<file path="config.mk">
export PLATFORM = sky130hd
export DESIGN_NAME = ssb_clock_spreader
export DESIGN_NICKNAME = d
export VERILOG_FILES = /design/src/rtl/ssb_pkg.sv /design/src/rtl/ssb_prbs.sv /design/src/rtl/ssb_period_calc.sv /design/src/rtl/ssb_bit_timer.sv /design/src/rtl/ssb_clock_spreader.sv
export SDC_FILE = /design/constraint.sdc
export NUM_CORES = 1
export LEC_CHECK = 0
export ABC_AREA = 1
export BUFFER_PORTS_ARGS = -buffer_cell sky130_fd_sc_hd__buf_2
export CORE_ASPECT_RATIO = 0.7
export CORE_MARGIN = 2
export CORE_UTILIZATION = 50
export CTS_CLUSTER_SIZE = 30
export DETAILED_ROUTE_END_ITERATION = 10
export PLACE_DENSITY = 0.72
export RECOVER_POWER = 100
export SLEW_MARGIN = 5
export SYNTH_ARGS = -nofsm -noshare
export SYNTH_HDL_FRONTEND = slang
export SYNTH_SLANG_ARGS = --single-unit
</file>
<file path="constraint.sdc">
create_clock -name clk -period 8.8 [get_ports clk]
set_input_delay 0.44 -clock clk [delete_from_list [all_inputs] [get_ports clk]]
set_output_delay 0.44 -clock clk [all_outputs]
set_load 0.05 [all_outputs]
</file>
<file path="src/rtl/ssb_pkg.sv">
package ssb_pkg;
  parameter int BASE_W      = 8;
  parameter int DEV_W       = 3;
  parameter int RND_W       = 7;
  parameter int LFSR_W      = 24;
  parameter int BASE_OFFSET = 320;

  localparam int MAX_TICKS = BASE_OFFSET + 2 * ((1 << BASE_W) - 1) + (1 << RND_W) - 1;
  localparam int CNT_W     = $clog2(MAX_TICKS + 1);

  // feedback taps: state bits 23, 22, 21 and 16
  localparam logic [LFSR_W-1:0] TAP_MASK = LFSR_W'(24'hE1_0000);

  typedef logic [CNT_W-1:0] ticks_t;

  // minimum bit length in ticks for a base setting
  function automatic ticks_t base_ticks(input logic [BASE_W-1:0] b);
    return ticks_t'(BASE_OFFSET) + ticks_t'({b, 1'b0});
  endfunction

  // low (d+1) bits set, saturating at the full random width
  function automatic logic [RND_W-1:0] dev_mask(input logic [DEV_W-1:0] d);
    logic [RND_W-1:0] m;
    for (int i = 0; i < RND_W; i++) m[i] = (i <= int'(d));
    return m;
  endfunction

  function automatic logic [LFSR_W-1:0] lfsr_step(input logic [LFSR_W-1:0] s);
    return {s[LFSR_W-2:0], ^(s & TAP_MASK)};
  endfunction
endpackage

</file>
<file path="src/rtl/ssb_prbs.sv">
module ssb_prbs
  import ssb_pkg::*;
#(
  parameter logic [LFSR_W-1:0] SEED = 24'h5A5A5A
) (
  input  logic             clk,
  input  logic             rst_n,
  input  logic             step,
  output logic [RND_W-1:0] rnd
);
  logic [LFSR_W-1:0] state;

  always_ff @(posedge clk) begin
    if (!rst_n)    state <= SEED;
    else if (step) state <= lfsr_step(state);
  end

  assign rnd = state[RND_W-1:0];
endmodule

</file>
<file path="src/rtl/ssb_period_calc.sv">
module ssb_period_calc
  import ssb_pkg::*;
(
  input  logic [BASE_W-1:0] base_sel,
  input  logic [DEV_W-1:0]  dev_sel,
  input  logic [RND_W-1:0]  rnd,
  output ticks_t            total
);
  logic [RND_W-1:0] extra;

  always_comb begin
    extra = rnd & dev_mask(dev_sel);
    total = base_ticks(base_sel) + ticks_t'(extra);
  end
endmodule

</file>
<file path="src/rtl/ssb_bit_timer.sv">
module ssb_bit_timer
  import ssb_pkg::*;
(
  input  logic   clk,
  input  logic   rst_n,
  input  logic   enable,
  input  ticks_t total,
  output logic   load_evt,
  output ticks_t remain,
  output ticks_t period,
  output logic   bit_clk
);
  ticks_t low_len;

  // a bit ends when one tick is left; count 0 only occurs before the first load
  assign load_evt = enable && (remain <= ticks_t'(1));

  always_ff @(posedge clk) begin
    if (!rst_n) begin
      remain  <= '0;
      period  <= '0;
      low_len <= '0;
    end else if (load_evt) begin
      remain  <= total;
      period  <= total;
      low_len <= total - (total >> 1);
    end else if (enable) begin
      remain  <= remain - ticks_t'(1);
    end
  end

  assign bit_clk = enable && (remain > low_len);
endmodule

</file>
<file path="src/rtl/ssb_clock_spreader.sv">
module ssb_clock_spreader
  import ssb_pkg::*;
#(
  parameter logic [LFSR_W-1:0] SEED = 24'h5A5A5A
) (
  input  logic              clk,
  input  logic              rst_n,
  input  logic              enable,
  input  logic [BASE_W-1:0] base_sel,
  input  logic [DEV_W-1:0]  dev_sel,
  output logic              bit_clk,
  output logic [CNT_W-1:0]  bit_remain,
  output logic [CNT_W-1:0]  bit_period
);
  logic             load_evt;
  logic [RND_W-1:0] rnd;
  ticks_t           total;

  ssb_prbs #(.SEED(SEED)) i_prbs (
    .clk(clk), .rst_n(rst_n), .step(load_evt), .rnd(rnd)
  );

  ssb_period_calc i_calc (
    .base_sel(base_sel), .dev_sel(dev_sel), .rnd(rnd), .total(total)
  );

  ssb_bit_timer i_timer (
    .clk(clk), .rst_n(rst_n), .enable(enable), .total(total),
    .load_evt(load_evt), .remain(bit_remain), .period(bit_period),
    .bit_clk(bit_clk)
  );
endmodule

</file>
==> flow_summary_export.csv, run 1 <==
group,metric,value,unit
hold_path,worstHoldPathType,"reg -> reg",
setup_path,required,9.05,ns
setup_path,ff2ff_path_depth,10,
yosys,synth_compound_area_share,15.9,%
global_route,grt_usage,20.0,%
setup_path,crit_fanout,42,
sta,fin_crit_sh,44.2,%
run_status,status,"complete, no violations",
sta,hold_viol,0,
yosys,synth_area,3250,sq um
sta,clock_skew,0.00622,ns
yosys,ys_seq_elements,54,
route,vias,2846,
clocking,post-cts-setup-buffers,0,
layout,layout_commonest_cell,"nand2_1",
route,drt_iter0_markers,100,
run,maxCapViolCount,0,
floorplan,initial_core_util,52.0,%
power,p_leak,1.69,nW
sta,drv_slew,0,
sta,fin_setup_tns,0,ns
global_route,grt_pass1_wl,11400,microns
setup_path,cp_slowest_stage_delay,1.20,ns
setup_path,cp_top_family,"buffers and inverters",
layout,postLayoutCoreUtil,55.4,%
setup_path,start_kind,"flip-flop",
yosys,syn_nets,494,
power,power_density,225,nW/um^2
clocking,cts_hold_buf,0,
yosys,synth_adder_area_share,13.6,%
sta,rsz0062_at_grt,"no",
floorplan,die_area,7160,sq um
hold_path,holdPathStages,2,
floorplan,core_area,6250,sq um
setup_path,critical_path_class,"reg -> reg",
setup_path,path_common_cell,"inv_1",
layout,drive_above_1_share,5.30,%
clocking,insertion_delay,0.31,ns
setup_path,cp_cell_sequence,"inv_1, ha_1, nor2_1, nor4_1, nand2_1, inv_1, nand2_1, o211ai_1, o211ai_1, inv_1",
yosys,muxShareOfSynthArea,0,%
floorplan,die_x,100,microns
yosys,synth_top_family_by_area,"simple AND/OR/NAND/NOR gates",
layout,antenna_cells,0,
clocking,tritoncts,"built",
setup_path,crit_buf_inv,3,
sta,tightest_slew,1.21,ns
power,ir_drop,0.0000892,V
yosys,yosysUniqueCellTypes,31,
yosys,postSynthAreaPerCell,7.28,sq um
setup_path,worst_ep_arrival_time,4.15,ns
global_route,grt_pass1_vias,2430,
clocking,clock_sinks,54,
floorplan,io_pins,35,
yosys,yosysTopAreaCellShare,33.3,%
route,routed_wl,6940,microns
floorplan,die_h,71.4,microns
setup_path,cp_num_cells,10,
yosys,synth_xor_area_share,4.32,%
clocking,root_buffer,"clkbuf_8",
floorplan,num_rows,24,
layout,final_cell_mix,"nand2_1, inv_1, dfxtp_1",
clocking,path_clk_slew,0.09,ns
placement,io_buffer_count,34,
sta,slew-limit-headroom,19.3,%
setup_path,cp_slowest_cell,"inv_1",
route,wl_per_cell,12.6,microns
layout,syn_to_final_growth,6.67,%
global_route,grt_overflow,0,
route,ant_nets,0,
clocking,cts-resized-gates,0,
route,drt_pass1_iterations,4,
sta,max_freq,0.257,GHz
global_route,grt_max_degree,43,
placement,gp_congestion,0.840,
placement,post-dp-hpwl,5060,microns
yosys,synth_area_leader_cell,"dfxtp_1",
yosys,synthSimpleGateAreaFrac,21.6,%
yosys,syn-instance-count,446,
clocking,clk_path_buf_depth,2,
layout,nets,519,
setup_path,crit_path_end_kind,"flip-flop",
clocking,cts.htree.levels,2,
route,drc,0,
global_route,antenna_found_initial,0,
yosys,yosysSeqAreaShare,33.3,%
yosys,ys_warn_count,0,
sta,finalCriticalPeriod,3.89,ns
route,drt-vias-per-instance,5.17,
sta,setup_violations,0,
yosys,synthTopCellsByArea,"dfxtp_1, ha_1, nand2_1",
clocking,cts_made_buffers,5,
==> per-stage QoR <==
stage,worst slack [ns],hold slack (ns),instance area (sq um),std cells,power [W]
6_report,4.91,0.464,3460,550,0.000780
5_1_grt,4.62,0.495,3460,550,0.000846
4_1_cts,5.56,0.467,3510,550,0.000790
3_5_place_dp,5.29,0.442,3410,542,0.000643
3_3_place_gp,5.38,0.437,3410,542,0.000636
2_1_floorplan,5.68,0.429,3250,446,0.000579
==> routing by layer <==
metal  global-route usage, %  share of wire (%)
met5                       0                  0
met4                    3.65               0.73
met3                    4.49                5.0
met2                    29.4                 41
met1                    30.2                 53
==> Yosys cell counts (all sizes together) <==
| cell | count |
|---|---|
| xor2 | 8 |
| o211ai | 13 |
| a31oi | 2 |
| o221ai | 1 |
| o2111ai | 1 |
| nand3b | 3 |
| fa | 2 |
| a21oi | 44 |
| nand3 | 25 |
| nand4 | 5 |
| nand2 | 85 |
| ha | 32 |
| o21ai | 31 |
| o21a | 1 |
| nor4 | 2 |
| xnor2 | 8 |
| buf | 10 |
| inv | 71 |
| clkbuf | 6 |
| nor3 | 5 |
| dfxtp | 54 |
| nor2 | 37 |
==> path summary, 6_finish.rpt <==
kind,startpoint,end,slack [ns]
min,i_prbs.state[18],i_prbs.state[19],0.46
max,i_timer.remain[0],i_timer.remain[0],4.91
max reg2reg,i_timer.remain[0],i_timer.remain[0],4.91
min reg2reg,i_prbs.state[18],i_prbs.state[19],0.46
==> final cells by class <==
type / instances / area (sq um)
clock inverters: 2 / 12.5
well taps: 78 / 97.6
clock buffers: 6 / 82.6
repair buffers: 34 / 144
inverters: 71 / 267
fillers: 645 / 2780
multi-input cells: 305 / 1780
flip-flops and latches: 54 / 1080
==> report_power, final <==
group / switching (W) / internal (W)
sequential: 0.0000212 / 0.000271
combinational: 0.000221 / 0.000123
clock: 0.0000812 / 0.0000634
total: 0.000323 / 0.000457
==> tightest hold or removal path: stages (launching register included) <==
cell     delay [ns]
dfxtp_1        0.34
nand2_1        0.05
nand3_1        0.05
==> flip-flops by register name, summed over array words and instances, names as in the netlist <==
signal,flops
i_prbs.state,24
i_timer.low_len,10
i_timer.period,10
i_timer.remain,10
==> kinds of logic (layout without fill, tap and decap cells) <==
group,after synthesis,after routing
and+or+nand+nor,162,162
AOI/OAI and AO/OA,93,93
buffers and inverters,87,113
DFF,54,54
adders and majority gates,34,34
xor gates and xnor gates,16,16
No activity file was read; power rests on OpenSTA's default activity.
==> run 2, diff against run 1 <==
ABC_AREA = 0   (was 1)
PLACE_DENSITY = 0.74   (was 0.72)
clock period = 3.3 ns   (was 8.8 ns; I/O delays follow)
==> flow_summary_export.csv, run 2 <==
group,metric,value,unit
run_status,status,"complete, no violations",
layout,fillerInstances,565,
floorplan,core_area,6190,sq um
sta,max_freq,0.313,GHz
sta,rsz0062_at_grt,"yes",
floorplan,die_area,7050,sq um
sta,finalCriticalPeriod,3.20,ns
route,wl_met2,3540,microns
sta,tightest_slew,1.13,ns
setup_path,regToRegSetupSlack,0.10,ns
yosys,synth_most_common_cell,"nand2_1",
route,drt_iter0_markers,204,
route,vias,3043,
route,routed_wl,8030,microns
sta,setup_violations,0,
floorplan,initial_core_util,51.6,%
global_route,antenna_found_initial,0,
layout,regArea,1080,sq um
route,wl_per_cell,14.8,microns
yosys,syn-instance-count,414,
yosys,synthTopCellsByArea,"dfxtp_1, ha_1, nand2_1",
floorplan,die_x,99.5,microns
global_route,grt_usage,23.1,%
yosys,synth_compound_area_share,19.6,%
yosys,ys.flop_type,"dfxtp_1",
sta,fin_crit_sh,96.9,%
yosys,muxShareOfSynthArea,1.29,%
global_route,grt_overflow,0,
yosys,synth_area,3190,sq um
yosys,synth_top_family_by_area,"simple AND/OR/NAND/NOR gates",
setup_path,crit_end,"i_timer.low_len[9]",
floorplan,io_pins,35,
layout,final_cell_mix,"nand2_1, dfxtp_1, nor2_1",
setup_path,crit_fanout,3,
clocking,cts.htree.levels,2,
global_route,grt_pass1_wl,13100,microns
yosys,synth_adder_area_share,13.8,%
yosys,yosysTopAreaCellShare,33.9,%
yosys,synth_commonest_cells,"nand2_1, dfxtp_1, nor2_1",
placement,post-dp-hpwl,5810,microns
setup_path,start_kind,"flip-flop",
route,drc,0,
yosys,ys_seq_elements,54,
yosys,ys_warn_count,0,
route,highest_layer,"met4",
layout,layout_commonest_cell,"nand2_1",
layout,nets,511,
layout,antenna_cells,0,
placement,io_buffer_count,34,
sta,drv_slew,0,
setup_path,critical_path_class,"reg -> reg",
layout,largest_register_ffs,24,
yosys,syn_nets,462,
floorplan,num_rows,24,
setup_path,r2r-start,"i_prbs.state[3]",
layout,syn_to_final_growth,18.1,%
clocking,cts_hold_buf,0,
route,drt-vias-per-instance,5.61,
yosys,yosysUniqueCellTypes,49,
clocking,root_buffer,"clkbuf_8",
sta,clock_skew,0.0117,ns
sta,slew-limit-headroom,24.4,%
clocking,insertion_delay,0.32,ns
placement,gp_congestion,0.873,
layout,multiInputGateArea,2050,sq um
route,drt_pass1_iterations,4,
floorplan,die_h,70.9,microns
route,met3_length,572,microns
setup_path,startpoint,"i_prbs.state[3]",
yosys,synth_xor_area_share,2.47,%
run,maxCapViolCount,0,
yosys,yosysSeqAreaShare,33.9,%
clocking,clk_path_buf_depth,2,
yosys,async_reset_ff_share,0,%
layout,largest-register,"i_prbs.state",
clocking,clock_sinks,54,
setup_path,ff2ff_path_depth,15,
sta,hold_viol,0,
setup_path,required,3.51,ns
yosys,synth_area_leader_cell,"dfxtp_1",
layout,drive_above_1_share,15.1,%
route,wl_met1,3800,microns
clocking,tritoncts,"built",
clocking,cts_made_buffers,5,
yosys,synth-edff-count,0,
placement,place_ws,-0.180,ns
sta,postLayoutSetupSlackWorst,0.104,ns
hold_path,worstHoldPathType,"in -> reg",
setup_path,worst_ep_arrival_time,3.40,ns
yosys,synthSimpleGateAreaFrac,23.1,%
global_route,grt_max_degree,35,
clocking,path_clk_slew,0.11,ns
setup_path,crit_path_end_kind,"flip-flop",
yosys,postSynthAreaPerCell,7.71,sq um
setup_path,r2r-end,"i_timer.low_len[9]",
route,ant_nets,0,
global_route,grt_pass1_vias,2794,
[run 2: cell types whose count changed after synthesis, moves of 6 or more]
cell	previous run	this run
inv_1	68	31
a211oi_1	0	11
clkbuf_1	6	14
nand3_1	25	16
o21ai_0	27	19
a21oi_1	44	37
xor2_1	8	2
o211ai_1	12	3
[run 2: logic make-up (layout without fill, tap and decap cells)]
kind of cell               after synthesis  count (layout)
buffers and inverters                   49              99
adders and majority gates               34              34
DFF                                     54              54
AOI/OAI and AO/OA                       97              97
muxes                                    4               4
and+or+nand+nor                        167             167
xor gates and xnor gates                 9               9
[run 2: cell type report]
cell class              instances  share of cell area [%]
clock buffers                   5                    1.83
flip-flops and latches         54                    28.8
multi-input cells             311                    54.3
well taps                      78                    2.59
repair buffers                 60                    8.63
inverters                      31                    3.09
clock inverters                 3                   0.763
[run 2: layer usage]
layer / vias up / global-route usage (%)
met1: 1420 / 33.4
met5: - / 0
li1: 1519 / -
met2: 93 / 36.0
met4: 0 / 6.85
met3: 11 / 3.26
[run 2: timing repair]
item / CTS / global route
resized for setup: 16 / 5
setup buffers: 5 / 1
endpoints found under the setup margin: 1 / 3
pin swaps: 11 / 8
endpoints found under the hold margin: 0 / 0
[run 2: worst min path at each step]
stage,start,to,slack [ns],cells past startpoint
final,enable,i_timer.remain[7],0.20,2
after global routing,enable,i_timer.remain[7],0.21,2
after CTS,enable,i_timer.remain[7],0.18,2
after detailed placement,i_timer.period[0],i_timer.period[0],0.44,2
after global placement,i_timer.period[2],i_timer.period[2],0.44,2
after floorplan,i_timer.low_len[4],i_timer.low_len[4],0.43,2
[run 2: stage by stage]
stage | utilization, % | setup TNS (ns) | std cells | hold slack [ns] | instance area [sq um]
floorplan | - | 0 | 414 | 0.432 | 3230
global placement | 57.9 | -0.00164 | 528 | 0.436 | 3580
detailed placement | 57.9 | -0.207 | 528 | 0.443 | 3580
CTS | 61.2 | 0 | 541 | 0.177 | 3790
global route | 60.9 | -0.0475 | 542 | 0.214 | 3770
finish | 60.9 | 0 | 542 | 0.198 | 3770
[run 2: worst max-delay path: stages (launching register included)]
cell and delay [ns]:
dfxtp_2 0.34, nor2b_1 0.13, ha_1 0.31, ha_4 0.24
a211oi_4 0.27, o21ai_2 0.11, a221oi_4 0.32, inv_2 0.08
ha_4 0.28, a21o_1 0.16, a21oi_1 0.06, nor2_1 0.14
o211ai_1 0.11, a21boi_1 0.17, mux2i_1 0.09, a311o_1 0.28
Power of run 2 is not shown: default switching activity piles up to over one toggle a cycle in this logic, so the estimate is an artifact.
==> run 3, diff against run 2 <==
CELL_PAD_IN_SITES_DETAIL_PLACEMENT = 1   (was unset)
CELL_PAD_IN_SITES_GLOBAL_PLACEMENT = 2   (was unset)
CORE_UTILIZATION = 31   (was 50)
CTS_CLUSTER_DIAMETER = 200   (was unset)
PLACE_DENSITY = 0.78   (was 0.74)
SKIP_CTS_REPAIR_TIMING = 1   (was unset)
==> flow_summary_export.csv, run 3 (synthesis results as in run 2) <==
group,metric,value,unit
run,maxCapViolCount,0,
sta,clock_skew,0.00581,ns
placement,dpl_cell_area,3670,sq um
clocking,insertion_delay,0.30,ns
layout,postLayoutCellArea,3890,sq um
global_route,grt_overflow,0,
sta,max_freq,0.310,GHz
global_route,grt_pass1_vias,2964,
layout,largest_register_ffs,24,
route,drt_pass1_iterations,4,
floorplan,initial_core_util,32.3,%
sta,hold_viol,0,
route,ant_nets,0,
route,drc,0,
setup_path,crit_fanout,3,
floorplan,core_area,9870,sq um
setup_path,worst_ep_arrival_time,3.42,ns
clocking,root_buffer,"clkbuf_16",
sta,fin_crit_sh,97.7,%
placement,io_buffer_count,34,
sta,finalCriticalPeriod,3.22,ns
run_status,status,"complete, no violations",
setup_path,required,3.49,ns
global_route,grt_usage,17.1,%
sta,drv_slew,0,
route,drt-vias-per-instance,5.10,
placement,gp_congestion,0.868,
setup_path,start_kind,"flip-flop",
floorplan,die_h,88.9,microns
layout,antenna_cells,0,
layout,layout_commonest_cell,"nand2_1",
global_route,grt_max_degree,38,
clocking,cts.htree.levels,2,
sta,tightest_slew,0.795,ns
hold_path,worstHoldPathType,"in -> reg",
route,routed_wl,9300,microns
layout,largest-register,"i_prbs.state",
sta,slew-limit-headroom,46.6,%
route,vias,3012,
sta,setup_violations,0,
placement,post-dp-hpwl,6910,microns
setup_path,crit_path_end_kind,"flip-flop",
floorplan,die_area,11100,sq um
global_route,antenna_found_initial,0,
sta,rsz0062_at_grt,"yes",
clocking,clk_path_buf_depth,2,
floorplan,num_rows,30,
route,wl_per_cell,15.7,microns
clocking,tritoncts,"built",
global_route,grt_pass1_wl,15100,microns
clocking,path_clk_slew,0.07,ns
layout,drive_above_1_share,15.6,%
clocking,cts_made_buffers,5,
layout,syn_to_final_growth,21.8,%
layout,final_cell_mix,"nand2_1, dfxtp_1, nor2_1",
floorplan,die_x,125,microns
floorplan,io_pins,35,
clocking,clock_sinks,54,
setup_path,critical_path_class,"reg -> reg",
route,drt_iter0_markers,128,
layout,nets,510,
## run 3: cell count changes in the layout (fill, tap and decap cells not counted), sizes merged
cell    previous run  this run
clkbuf            30        28
buf               35        36
## run 3: final timing paths
path	start	endpoint	slack (ns)	cells past startpoint
worst max-delay path	i_prbs.state[2]	i_timer.low_len[9]	0.08	16
worst min-delay path	enable	i_timer.remain[6]	0.25	2
worst max register to register	i_prbs.state[2]	i_timer.low_len[9]	0.08	16
worst min register to register	i_timer.period[0]	i_timer.period[0]	0.45	2
## run 3: critical path: stages, from the launching register on
cell and delay (ns):
dfxtp_2 0.34, o21a_1 0.10, ha_1 0.27, ha_2 0.18
buf_4 0.14, a211oi_4 0.27, o21ai_2 0.12, a221oi_4 0.35
inv_2 0.08, ha_4 0.22, a21o_1 0.22, nor3_2 0.11
nand3_1 0.12, o211ai_1 0.11, a21boi_1 0.09, mux2i_1 0.12
a311o_1 0.26
## run 3: per-layer routing
metal | wire [microns] | vias up | part of all wire, % | GRT usage (%)
met1 | 4830 | 1459 | 52 | 24.3
met3 | 290 | 7 | 3.1 | 3.11
met5 | 0 | - | 0 | 0
met4 | 71 | 0 | 0.76 | 4.04
met2 | 4110 | 32 | 44 | 27.3
li1 | - | 1514 | - | -
## run 3: metrics by stage
step	hold WS, ns	setup slack [ns]	setup TNS (ns)	cells	util (%)
6_report	0.250	0.0767	0	591	39.4
5_1_grt	0.248	-0.146	-0.266	591	39.4
4_1_cts	0.254	-0.151	-0.151	589	38.7
3_5_place_dp	0.442	-0.150	-0.169	581	37.1
3_3_place_gp	0.437	-0.00127	-0.00127	581	37.1
2_1_floorplan	0.432	0.0156	0	414	-
## run 3: area by class of cell
cell class                      instances  area, sq um
Fill cell                            1209         5980
Multi-Input combinational cell        311         2050
Sequential cell                        54         1080
Timing Repair Buffer                   59          325
Tap cell                              128          160
Clock buffer                            5          125
Inverter                               31          116
Clock inverter                          3         26.3
Power of run 3 is left out for the same reason.
